==> src/rtl/srom_pkg.sv <==
package srom_pkg;

  localparam int POS_W = 3;

  typedef enum logic [1:0] {
    CMD_NOP  = 2'b00,
    CMD_READ = 2'b01,
    CMD_LOAD = 2'b10,
    CMD_IND  = 2'b11
  } cmd_e;

  typedef struct packed {
    logic             loadNib;
    logic [POS_W-1:0] loadPos;
    logic             commit;
    logic             readOut;
    logic             indirect;
  } ctl_s;

  // fixed content: a mixing function of the byte address
  function automatic logic [7:0] romByte(input logic [15:0] a);
    logic [7:0] t;
    t = a[7:0] * 8'd13;
    return t ^ {a[13:8], a[13:12]} ^ 8'hA5;
  endfunction

endpackage

==> src/rtl/srom_ctrl.sv <==
module srom_ctrl
  import srom_pkg::*;
#(
  parameter int ADDR_W = 14
) (
  input  logic       clk,
  input  logic       rstN,
  input  logic       strobe,
  input  logic [1:0] cmd,
  output ctl_s       ctl
);
  localparam int NIBS = (ADDR_W + 3) / 4;

  cmd_e             cmdE;
  logic             dummyPend;
  logic [POS_W-1:0] loadCnt;
  logic             isRead, isLoad, isInd;

  assign cmdE   = cmd_e'(cmd);
  assign isRead = strobe && (cmdE == CMD_READ);
  assign isLoad = strobe && (cmdE == CMD_LOAD);
  assign isInd  = strobe && (cmdE == CMD_IND);

  always_comb begin
    ctl          = '0;
    ctl.loadNib  = isLoad && (loadCnt < POS_W'(NIBS));
    ctl.loadPos  = loadCnt;
    ctl.commit   = isRead && dummyPend;
    ctl.readOut  = isRead && !dummyPend;
    ctl.indirect = isInd;
  end

  always_ff @(posedge clk or negedge rstN) begin
    if (!rstN) begin
      dummyPend <= 1'b0;
      loadCnt   <= '0;
    end else if (ctl.commit || ctl.indirect) begin
      dummyPend <= 1'b0;
      loadCnt   <= '0;
    end else if (isLoad) begin
      dummyPend <= 1'b1;
      if (ctl.loadNib) loadCnt <= loadCnt + POS_W'(1);
    end
  end

  a_r2_load_pends: assert property (@(posedge clk) disable iff (!rstN)
    isLoad |=> dummyPend);
  a_r6_ind_no_dummy: assert property (@(posedge clk) disable iff (!rstN)
    isInd |=> !dummyPend);
  a_r1_idle_holds: assert property (@(posedge clk) disable iff (!rstN)
    !strobe |=> $stable(dummyPend) && $stable(loadCnt));
  a_r2_cnt_bound: assert property (@(posedge clk) disable iff (!rstN)
    loadCnt <= POS_W'(NIBS));

endmodule

==> src/rtl/srom_datapath.sv <==
module srom_datapath
  import srom_pkg::*;
#(
  parameter int ADDR_W = 14
) (
  input  logic       clk,
  input  logic       rstN,
  input  logic       nibbleMode,
  input  logic [3:0] addrNib,
  input  ctl_s       ctl,
  output logic [3:0] dataOut
);
  localparam int NIBS    = (ADDR_W + 3) / 4;
  localparam int LATCH_W = NIBS * 4;
  localparam int PTR_W   = ADDR_W + 3;

  logic [LATCH_W-1:0] addrLatch;
  logic [PTR_W-1:0]   bitPtr;
  logic [ADDR_W-1:0]  latchAddr, curAddr;
  logic [7:0]         curByte, indLo, indHi;
  logic [15:0]        indWord;

  genvar g;
  generate
    for (g = 0; g < NIBS; g++) begin : gLatch
      always_ff @(posedge clk or negedge rstN) begin
        if (!rstN)
          addrLatch[g*4 +: 4] <= 4'h0;
        else if (ctl.commit || ctl.indirect)
          addrLatch[g*4 +: 4] <= 4'h0;
        else if (ctl.loadNib && ctl.loadPos == POS_W'(g))
          addrLatch[g*4 +: 4] <= addrNib;
      end
    end
  endgenerate

  assign latchAddr = addrLatch[ADDR_W-1:0];
  assign curAddr   = bitPtr[PTR_W-1:3];
  assign curByte   = romByte(16'(curAddr));
  assign indLo     = romByte(16'(latchAddr));
  assign indHi     = romByte(16'(latchAddr + ADDR_W'(1)));
  assign indWord   = {indHi, indLo};

  always_ff @(posedge clk or negedge rstN) begin
    if (!rstN) begin
      bitPtr  <= '0;
      dataOut <= 4'h0;
    end else if (ctl.commit) begin
      bitPtr <= {latchAddr, 3'b000};
    end else if (ctl.indirect) begin
      bitPtr <= {indWord[ADDR_W-1:0], 3'b000};
    end else if (ctl.readOut) begin
      if (nibbleMode) begin
        dataOut <= bitPtr[2] ? curByte[3:0] : curByte[7:4];
        bitPtr  <= bitPtr + PTR_W'(4);
      end else begin
        dataOut <= {3'b000, curByte[bitPtr[2:0]]};
        bitPtr  <= bitPtr + PTR_W'(1);
      end
    end
  end

  a_r3_dummy_keeps_data: assert property (@(posedge clk) disable iff (!rstN)
    ctl.commit |=> $stable(dataOut));
  a_r4_nibble_step: assert property (@(posedge clk) disable iff (!rstN)
    ctl.readOut && nibbleMode |=> bitPtr == $past(bitPtr) + PTR_W'(4));
  a_r5_bit_upper_zero: assert property (@(posedge clk) disable iff (!rstN)
    ctl.readOut && !nibbleMode |=> dataOut[3:1] == 3'b000);
  a_r1_one_action: assert property (@(posedge clk) disable iff (!rstN)
    $onehot0({ctl.loadNib, ctl.commit, ctl.readOut, ctl.indirect}));
  a_r1_no_action_stable: assert property (@(posedge clk) disable iff (!rstN)
    !(ctl.commit || ctl.indirect || ctl.readOut) |=> $stable(bitPtr) && $stable(dataOut));

endmodule

==> src/rtl/serial_rom_ctrl.sv <==
module serial_rom_ctrl
  import srom_pkg::*;
#(
  parameter int ADDR_W = 14
) (
  input  logic       clk,
  input  logic       rstN,
  input  logic       nibbleMode,
  input  logic       strobe,
  input  logic [1:0] cmd,
  input  logic [3:0] addrNib,
  output logic [3:0] dataOut
);
  ctl_s ctl;

  srom_ctrl #(.ADDR_W(ADDR_W)) uCtrl (
    .clk    (clk),
    .rstN   (rstN),
    .strobe (strobe),
    .cmd    (cmd),
    .ctl    (ctl)
  );

  srom_datapath #(.ADDR_W(ADDR_W)) uData (
    .clk        (clk),
    .rstN       (rstN),
    .nibbleMode (nibbleMode),
    .addrNib    (addrNib),
    .ctl        (ctl),
    .dataOut    (dataOut)
  );

endmodule

==> config.mk <==
export PLATFORM = sky130hd
export DESIGN_NAME = serial_rom_ctrl
export DESIGN_NICKNAME = d
export VERILOG_FILES = /design/src/rtl/srom_pkg.sv /design/src/rtl/srom_ctrl.sv /design/src/rtl/srom_datapath.sv /design/src/rtl/serial_rom_ctrl.sv
export SDC_FILE = /design/constraint.sdc
export NUM_CORES = 1
export LEC_CHECK = 0
export ABC_AREA = 1
export BUFFER_PORTS_ARGS = -buffer_cell sky130_fd_sc_hd__buf_2
export CAP_MARGIN = 10
export CORE_MARGIN = 8
export CORE_UTILIZATION = 39
export CTS_CLUSTER_SIZE = 28
export DETAILED_ROUTE_END_ITERATION = 16
export PLACE_DENSITY = 0.61
export SYNTH_ARGS = -nofsm -noshare
export SYNTH_HDL_FRONTEND = slang
export SYNTH_SLANG_ARGS = --single-unit
export TNS_END_PERCENT = 50
==> constraint.sdc <==
create_clock -name clk -period 3.3 [get_ports clk]
set_input_delay 0.495 -clock clk [delete_from_list [all_inputs] [get_ports clk]]
set_output_delay 0.495 -clock clk [all_outputs]
set_load 0.02 [all_outputs]
After elaboration in Yosys (flattened, before gate mapping)
Cells that the tools add are included.

storage, ports and cells
  register bits = 39
  output and inout bits = 4

cells by class
  $add $sub $neg = 4
  multipliers = 3
  multiplexer cells = 21
  equal/unequal tests = 6
  bitwise operators = 8
  order comparisons = 2
  reduce and logical (&&, ||, !) cells = 22

operators by type and width
  kind                   number
  $mux 17                4
  $mux 4                 8
  $add 17x1->17 const B  1
  $add 17x3->17 const B  1
  $mul 8x4->8 const B    2
  $xor 8x8->8            2
  $add 14x1->14 const B  1
  $reduce_bool 2->1      6
  $logic_and 1x1->1      10
  $mux 3                 3
  $mul 8x4->6 const B    1
  $not 4->4              2
  $eq 3x2->1 const B     2
  $xor 6x6->6            1
  $eq 2x2->1 const B     2
  $lt 3x4->1 const B     1
  $mux 2                 2
  $add 3x1->3 const B    1
  $bmux 1 s3             1
  $eq 3x1->1 const B     1
  $logic_not 3->1        1
  $lt 3x3->1 const B     1
  $mux 1                 3
  $not 3->3              1
  7 further kinds        8

Depth between registers and ports, before layout
Gate-level depths: netlist of the first run.

  depth in word-level cells = 6
  gate-level depth with buffers = 22
  mapped depth without buffers = 22

By module
A second synthesis of the first run with hierarchy kept.

second synthesis, totals
  cell total of the unflattened synthesis = 552
  area, all modules = 3841.2 um2

by module, submodules not included
  module         cells each  area an instance (um2)  instances
  srom_datapath  520         3599.7                  1
  srom_ctrl      32          241.5                   1

Least setup slack after synthesis of the first run
No wires, ideal clock.

  path type = reg-to-reg
  start = reg uData.addrLatch[0]
  end = reg uData.bitPtr[16]
  data required time = 3.183 ns
  setup time = 0.117 ns
  clock period less this slack = 3.154 ns
  path buffers = 1
  arrival = 3.037 ns
  slack = 0.146 ns
  stages on the path, launching flop included = 23
  cell sequence = dfrtp_1 -> buf_2 -> inv_1 -> ha_1 -> inv_1 -> ha_1 -> fa_1 -> inv_1 -> fa_1 -> inv_1 -> nand2_1 -> nand2_1 -> nand2_1 -> nand2_1 -> nand2_1 -> nand2_1 -> nand2_1 -> nand2_1 -> nand2_1 -> nand3_1 -> nand2_1 -> nand2_1 -> nand2_1

between the ends
  word-level cells in the longest chain between the ends = 6

ends and longest elaborated chain
  what                              RTL line             source
  start: declaration                srom_datapath.sv:17  logic [LATCH_W-1:0] addrLatch;
  start signal: indexed assignment  srom_datapath.sv:32  addrLatch[g*4 +: 4] <= addrNib;
  $add 14x1->14 (*)                 srom_datapath.sv:41  assign indHi = romByte(16'(latchAddr + ADDR_W'(1)));
  $mul 8x4->6                       srom_pkg.sv:23       t = a[7:0] * 8'd13;
  $xor 6x6->6 (*)                   srom_pkg.sv:24       return t ^ {a[13:8], a[13:12]} ^ 8'hA5;
  $not 3->3 (no line) (*)           --
  $mux 17 (*)                       srom_datapath.sv:50  end else if (ctl.indirect) begin
  $mux 17 (*)                       srom_datapath.sv:48  end else if (ctl.commit) begin
  end signal: assignment            srom_datapath.sv:49  bitPtr <= {latchAddr, 3'b000};
  end signal: assignment            srom_datapath.sv:51  bitPtr <= {indWord[ADDR_W-1:0], 3'b000};
  end signal: assignment            srom_datapath.sv:55  bitPtr <= bitPtr + PTR_W'(4);
  end: declaration                  srom_datapath.sv:18  logic [PTR_W-1:0] bitPtr;

Mark *: on every way between the ends. The rest lies on a longest branch, timed or not.
A chain may end at the register's enable or synchronous reset.

Worst setup path in the final report of the first run
  start = reg uData.addrLatch[1]
  end = reg uData.bitPtr[16]

Same word-level chain as after synthesis.

==> results of run 1 <==
-- logic make-up (layout without fill, tap and decap cells) --
kind of cell,Yosys count,after routing,synth area share
multiplexers,3,3,0.0108
AND/OR/NAND/NOR,228,228,0.267
buffers and inverters,92,107,0.0985
XOR/XNOR,38,38,0.0871
adder cells (fa/ha/maj),44,44,0.164
flip-flops,39,39,0.255
AO/OA/AOI/OAI,79,79,0.118
-- sequential cells by signal, summed over array words and instances, names as in the netlist --
signal           flops
uData.bitPtr        17
uData.addrLatch     14
uData.dataOut        4
uCtrl.loadCnt        3
uCtrl.dummyPend      1
-- cell usage after synthesis, types with 5 or more instances --
cell type / instances / area [um^2]
nand2_2: 5 / 31.3
nand3_1: 49 / 245
fa_1: 10 / 200
o21ai_0: 31 / 155
nand2_1: 134 / 503
xor2_1: 25 / 219
nor2_1: 23 / 86.3
dfrtp_1: 39 / 976
a21oi_1: 26 / 130
ha_1: 34 / 425
inv_1: 76 / 285
o211ai_1: 9 / 67.6
xnor2_1: 13 / 114
-- report_power, final --
group	internal [uW]	leakage, uW	switching (uW)
Combinational	1160	0.00156	1570
Clock	149	0.0000422	182
Sequential	638	0.000484	246
-- layer usage --
metal / up-vias / part of all wire / GRT usage
met2: 71 / 0.50 / 0.275
met4: 0 / 0.016 / 0.0377
li1: 1706 / - / -
met3: 14 / 0.036 / 0.0210
met5: - / 0 / 0
met1: 1565 / 0.45 / 0.193
-- worst max path at each step --
stage          slack (ns)  cells after the start                to               start
2_1_floorplan        0.15                     22  uData.bitPtr[16]  uData.addrLatch[0]
3_3_place_gp         0.21                     21  uData.bitPtr[16]  uData.addrLatch[0]
3_5_place_dp         0.14                     21  uData.bitPtr[16]  uData.addrLatch[0]
4_1_cts              0.11                     21  uData.bitPtr[16]  uData.addrLatch[0]
5_1_grt             0.008                     21  uData.bitPtr[16]  uData.addrLatch[0]
6_report             0.25                     21  uData.bitPtr[16]  uData.addrLatch[1]
-- through the flow --
step	cells	setup WS [ns]	cell area (um^2)	util	power, uW
2_1_floorplan	523	0.146	3820	-	2990
3_3_place_gp	662	0.214	4010	0.416	3530
3_5_place_dp	662	0.139	4010	0.416	3590
4_1_cts	670	0.111	4090	0.425	3940
5_1_grt	671	0.00768	4130	0.429	4450
6_report	671	0.255	4130	0.429	3940
-- layout make-up --
class                           instances  area [um^2]
Tap cell                              133          166
Clock inverter                          1         5.00
Multi-Input combinational cell        392         2500
Inverter                               82          313
Timing Repair Buffer                   17         95.1
Clock buffer                            7         76.3
Sequential cell                        39          976
Fill cell                            1032         5510
-- repair_timing --
action	CTS	global route
gates resized for setup	0	5
setup buffers	0	1
endpoints found under the setup margin	0	1
hold buffers	0	0
==> impl_metrics.csv, run 1 <==
group,metric,value,unit
route,drt-wirelength-per-cell,14.3,um
sta,rsz0062_at_grt,"false",
worst_hold_path,hold_class,"primary input to asynchronous set/reset pin",
synth,synth_cell_types,40,
cts,clkSinkCount,39,
job,max-cap-violations,0,
critical_path,worst_setup_path_end_kind,"flip-flop",
floorplanning,dieArea,13200,um^2
floorplanning,start_util,0.397,
sta,drv_slew,0,
sta,tightest_slew,0.940,ns
critical_path,crit_path_frequent_cell,"nand2_1",
placed_design,place_hpwl,7580,um
critical_path,reg2reg_from,"uData.addrLatch[1]",
grt,grt_overflow,0,
placed_design,io_buffers,13,
floorplanning,ioPinCount,14,
grt,grt_usage,0.155,
critical_path,r2r-end,"uData.bitPtr[16]",
synth,synth_area_per_cell,7.31,um^2
cts,cts_tree,"done",
sta,period_share,0.923,
critical_path,cpPeakStageDelay,0.52,ns
synth,ys_seq_area_frac,0.255,
layout,mostFrequentLayoutCell,"nand2_1",
route,firstDrtPassIters,5,
floorplanning,die_h,115,um
layout,final_cell_mix,"133 x nand2_1, 76 x inv_1, 49 x nand3_1",
route,drtAntennaViolNets,0,
placed_design,routabilityCongestion,0.912,
layout,syn2layout_area_growth,8.15,%
synth,synth_ff_type,"dfrtp_1",
critical_path,critical_path_buf_inv_count,4,
synth,synth_area,3820,um^2
critical_path,crit_chain,"buf_4 -> ha_4 -> inv_1 -> ha_4 -> fa_1 -> inv_1 -> fa_2 -> inv_1 -> nand2_1 -> nand2_1 -> nand2_1 -> nand2_1 -> nand2_1 -> nand2_1 -> nand2_1 -> nand2_1 -> nand2_1 -> nand3_1 -> nand2_1 -> nand2_1 -> nand2_1",
power_and_ir_drop,ir_drop,0.336,mV
critical_path,reg2regPathDepth,21,
sta,timing.hold.ws,0.345,ns
cts,clock-root-buffer,"clkbuf_8",
critical_path,worstPathMaxFanout,3,
route,drtIter0Drc,233,
sta,setup-violations-final,0,
floorplanning,rows,36,
cts,cts-buffers-inserted,5,
layout,drive_gt1_frac,0.0948,
power_and_ir_drop,cellPowerDensity,954,nW/um^2
synth,syn_nets,577,
cts,clk_pin_slew_worst_paths,0.08,ns
critical_path,critPathSlowestCell,"fa_1",
critical_path,crit_family,"adder cells",
critical_path,r2r_slack,0.25,ns
synth,async_flop_share,1.00,
layout,diodes,0,
route,viasPerCell,5.00,
route,wl,9590,um
layout,nets,591,
sta,fmax,328,MHz
sta,setup_tns,0,ns
sta,finalCriticalPeriod,3.05,ns
cts,clk_path_buf_depth,2,
sta,finClkSkew,0.00460,ns
floorplanning,coreArea,9640,um^2
grt,antenna_found_initial,0,
sta,hold_viol,0,
sta,relSlewSlack,0.374,
critical_path,required,3.49,ns
cts,htreeDepth,2,
floorplanning,dieWidth,115,um
critical_path,crit_type,"flip-flop to flip-flop",
synth,yosysWarnings,0,
synth,synth_cells,523,
synth,synth_edf_count,0,
run_status,status,"finished clean",
route,drc_errors,0,
grt,grt_max_degree,40,
critical_path,worstPathArrival,3.23,ns
grt,grt_pass1_wl,16400,um
critical_path,setup.worst_path.start_class,"flip-flop",
grt,first_global_vias,3395,
synth,ys_ff_latch,39,
route,vias,3356,
power_and_ir_drop,p_leak,0.00209,uW
cts,insertion_delay,0.29,ns
Power figures use the tool's default switching activity.
==> run 2, diff against run 1 <==
--- a/config.mk
+++ b/config.mk
@@ -15,5 +15,6 @@
 export PLACE_DENSITY = 0.61
 export SYNTH_ARGS = -nofsm -noshare
 export SYNTH_HDL_FRONTEND = slang
+export SYNTH_HIERARCHICAL = 1
 export SYNTH_SLANG_ARGS = --single-unit
 export TNS_END_PERCENT = 50
==> run 2 against run 1 <==
  * Combinational power decreased by 9.5%
  * Clock power increased by 28%
  * Sequential power decreased by 3.8%
  * Highest routed layer unchanged
==> impl_metrics.csv, run 2 <==
group,metric,value,unit
power_and_ir_drop,cellPowerDensity,886,nW/um^2
placed_design,io_buffers,13,
critical_path,reg2regPathDepth,15,
cts,ctsHoldBuffers,0,
cts,clk_path_buf_depth,2,
synth,muxShareOfSynthArea,0.00293,
route,drtIter0Drc,231,
synth,yosys.area.top_type,"dfrtp_1",
placed_design,place_hpwl,8080,um
route,firstDrtPassIters,5,
sta,period_share,0.938,
route,drc_errors,0,
sta,finClkSkew,0.0133,ns
synth,synth_most_common_cell,"nand2_1",
synth,yosysTopAreaCellShare,0.254,
layout,drive_gt1_frac,0.117,
floorplanning,coreArea,9680,um^2
critical_path,reg2reg_from,"uData/addrLatch[1]",
cts,clk_pin_slew_worst_paths,0.09,ns
layout,num-fill-cells,1017,
floorplanning,dieArea,13300,um^2
layout,top_register,"uData/bitPtr",
synth,synth_compound_area_frac,0.111,
critical_path,setup.worst_path.start_class,"flip-flop",
layout,nets,620,
layout,diodes,0,
floorplanning,die_h,115,um
critical_path,r2r-end,"uData/bitPtr[16]",
floorplanning,rows,36,
grt,grt_max_degree,40,
synth,yosys-top-cells-count,"150 x nand2_1, 89 x inv_1, 48 x nand3_1, 39 x dfrtp_1, 31 x a21oi_1",
grt,grt_pass1_wl,16900,um
layout,largest_register_ff_count,17,
floorplanning,start_util,0.397,
cts,clkSinkCount,39,
critical_path,worstPathArrival,3.28,ns
grt,antenna_found_initial,0,
sta,fmax,323,MHz
synth,yosys.area_share.adder,0.150,
synth,synth_ff_type,"dfrtp_1",
layout,syn2layout_area_growth,10.2,%
job,max-cap-violations,0,
sta,hold_viol,0,
placed_design,routabilityCongestion,0.896,
cts,htreeDepth,2,
synth,synth_area_per_cell,6.96,um^2
synth,synth_cell_types,41,
grt,first_global_vias,3381,
sta,setup-violations-final,0,
cts,cts-buffers-inserted,5,
sta,finalCriticalPeriod,3.10,ns
synth,syn_nets,602,
floorplanning,dieWidth,115,um
synth,yosys.area_share.simple,0.321,
synth,yosysWarnings,6,
cts,insertion_delay,0.30,ns
grt,grt_overflow,0,
critical_path,worstPathMaxFanout,5,
synth,async_flop_share,1.00,
sta,tightest_slew,0.926,ns
floorplanning,ioPinCount,14,
route,vias,3491,
critical_path,worst_setup_path_end_kind,"flip-flop",
cts,clock-root-buffer,"clkbuf_8",
power_and_ir_drop,total_power,3750,uW
worst_hold_path,hold_class,"primary input to asynchronous set/reset pin",
route,drt-wirelength-per-cell,14.5,um
synth,synth_xor_area_frac,0.0547,
synth,synth_area_leaders,"dfrtp_1 25%, nand2_1 15%, ha_1 9.8%, inv_1 8.7%, nand3_1 6.3%",
synth,synth_cells,552,
grt,grt_usage,0.160,
layout,final_cell_mix,"150 x nand2_1, 88 x inv_1, 48 x nand3_1",
synth,ys_seq_area_frac,0.254,
run_status,status,"finished clean",
synth,synth_edf_count,0,
power_and_ir_drop,p_leak,0.00218,uW
critical_path,r2r_slack,0.20,ns
layout,multi_input_area,2490,um^2
route,viasPerCell,4.96,
layout,mostFrequentLayoutCell,"nand2_1",
synth,synth_area,3840,um^2
layout,top_regs,"uData/bitPtr: 17 flops, uData/addrLatch: 14 flops, uData/dataOut: 4 flops",
layout,ff_latch_area,978,um^2
synth,synth_top_family_by_area,"simple AND/OR/NAND/NOR gates",
route,drtAntennaViolNets,0,
cts,cts_tree,"done",
sta,drv_slew,0,
critical_path,required,3.48,ns
critical_path,crit_type,"flip-flop to flip-flop",
route,wl,10200,um
synth,ys_ff_latch,39,
layout,final_core_util,0.437,
sta,relSlewSlack,0.383,
power_and_ir_drop,ir_drop,0.354,mV
==> run 2: cell types whose count changed after synthesis, sizes merged, moves of 3 or more <==
cell / previous run / this run
nand3b: 1 / 4
a21oi: 27 / 31
ha: 34 / 30
clkbuf: 5 / 2
xnor2: 13 / 10
o211ai: 9 / 3
nand4: 4 / 8
nand2: 142 / 158
nor3: 3 / 10
nor2: 26 / 33
xor2: 25 / 14
inv: 81 / 94
==> run 2: cell families after synthesis <==
group / count (synthesis)
xor+xnor: 24
flops: 39
compound gates: 76
mux: 1
fa+ha+maj: 40
simple gates: 267
buf+inv: 105
==> run 2: cell type report <==
class / instances / share of cell area
Clock buffer: 5 / 0.0163
Sequential cell: 39 / 0.231
Clock inverter: 3 / 0.0112
Multi-Input combinational cell: 408 / 0.589
Timing Repair Buffer: 20 / 0.0278
Tap cell: 133 / 0.0393
Inverter: 96 / 0.0854
==> run 2: where the power goes <==
part           switching (uW)  total [uW]  internal [uW]
logic                    1460        2470           1010
registers                 230         850            619
clock network             195         424            230
==> run 2: worst max-delay path, stage by stage, from the launching register on <==
cell and delay (ns):
dfrtp_2 0.49, ha_4 0.20, nand2_1 0.09, nand2_1 0.10
ha_1 0.32, fa_1 0.55, inv_1 0.06, fa_1 0.46
xor2_2 0.16, nand3_1 0.09, nand2_1 0.10, nand3_1 0.09
nand3_1 0.10, nand3_1 0.08, nand2_1 0.06, nand2_1 0.05
==> run 2: repair_timing <==
item,4_1_cts,5_1_grt
hold endpoints to repair,0,0
endpoints found under the setup margin,0,1
gates resized for setup,0,7
setup buffers,0,2
==> run 2: through the flow <==
step                instances  setup TNS, ns  cell area, um^2  hold slack, ns  setup slack, ns
CTS                       702              0             4180           0.384           0.0934
global route              704        -0.0374             4230           0.411          -0.0374
global placement          694              0             4070           0.483            0.212
floorplan                 552              0             3840           0.199            0.282
detailed placement        694              0             4070           0.490            0.115
finish                    704              0             4230           0.331            0.203
==> run 2: how the worst max path moves through the flow <==
stage / startpoint / end
3_5_place_dp: uData/addrLatch[0] / uData/bitPtr[16]
2_1_floorplan: uData/addrLatch[0] / uData/bitPtr[16]
6_report: uData/addrLatch[1] / uData/bitPtr[16]
4_1_cts: uData/addrLatch[0] / uData/bitPtr[16]
5_1_grt: uData/addrLatch[1] / uData/bitPtr[16]
3_3_place_gp: uData/addrLatch[0] / uData/bitPtr[16]
==> run 2: metal layers <==
metal	track usage	vias up	routed length [um]
met1	0.207	1632	4860
li1	-	1802	-
met2	0.279	53	5000
met5	0	-	0
met3	0.0210	4	298
met4	0.0263	0	29
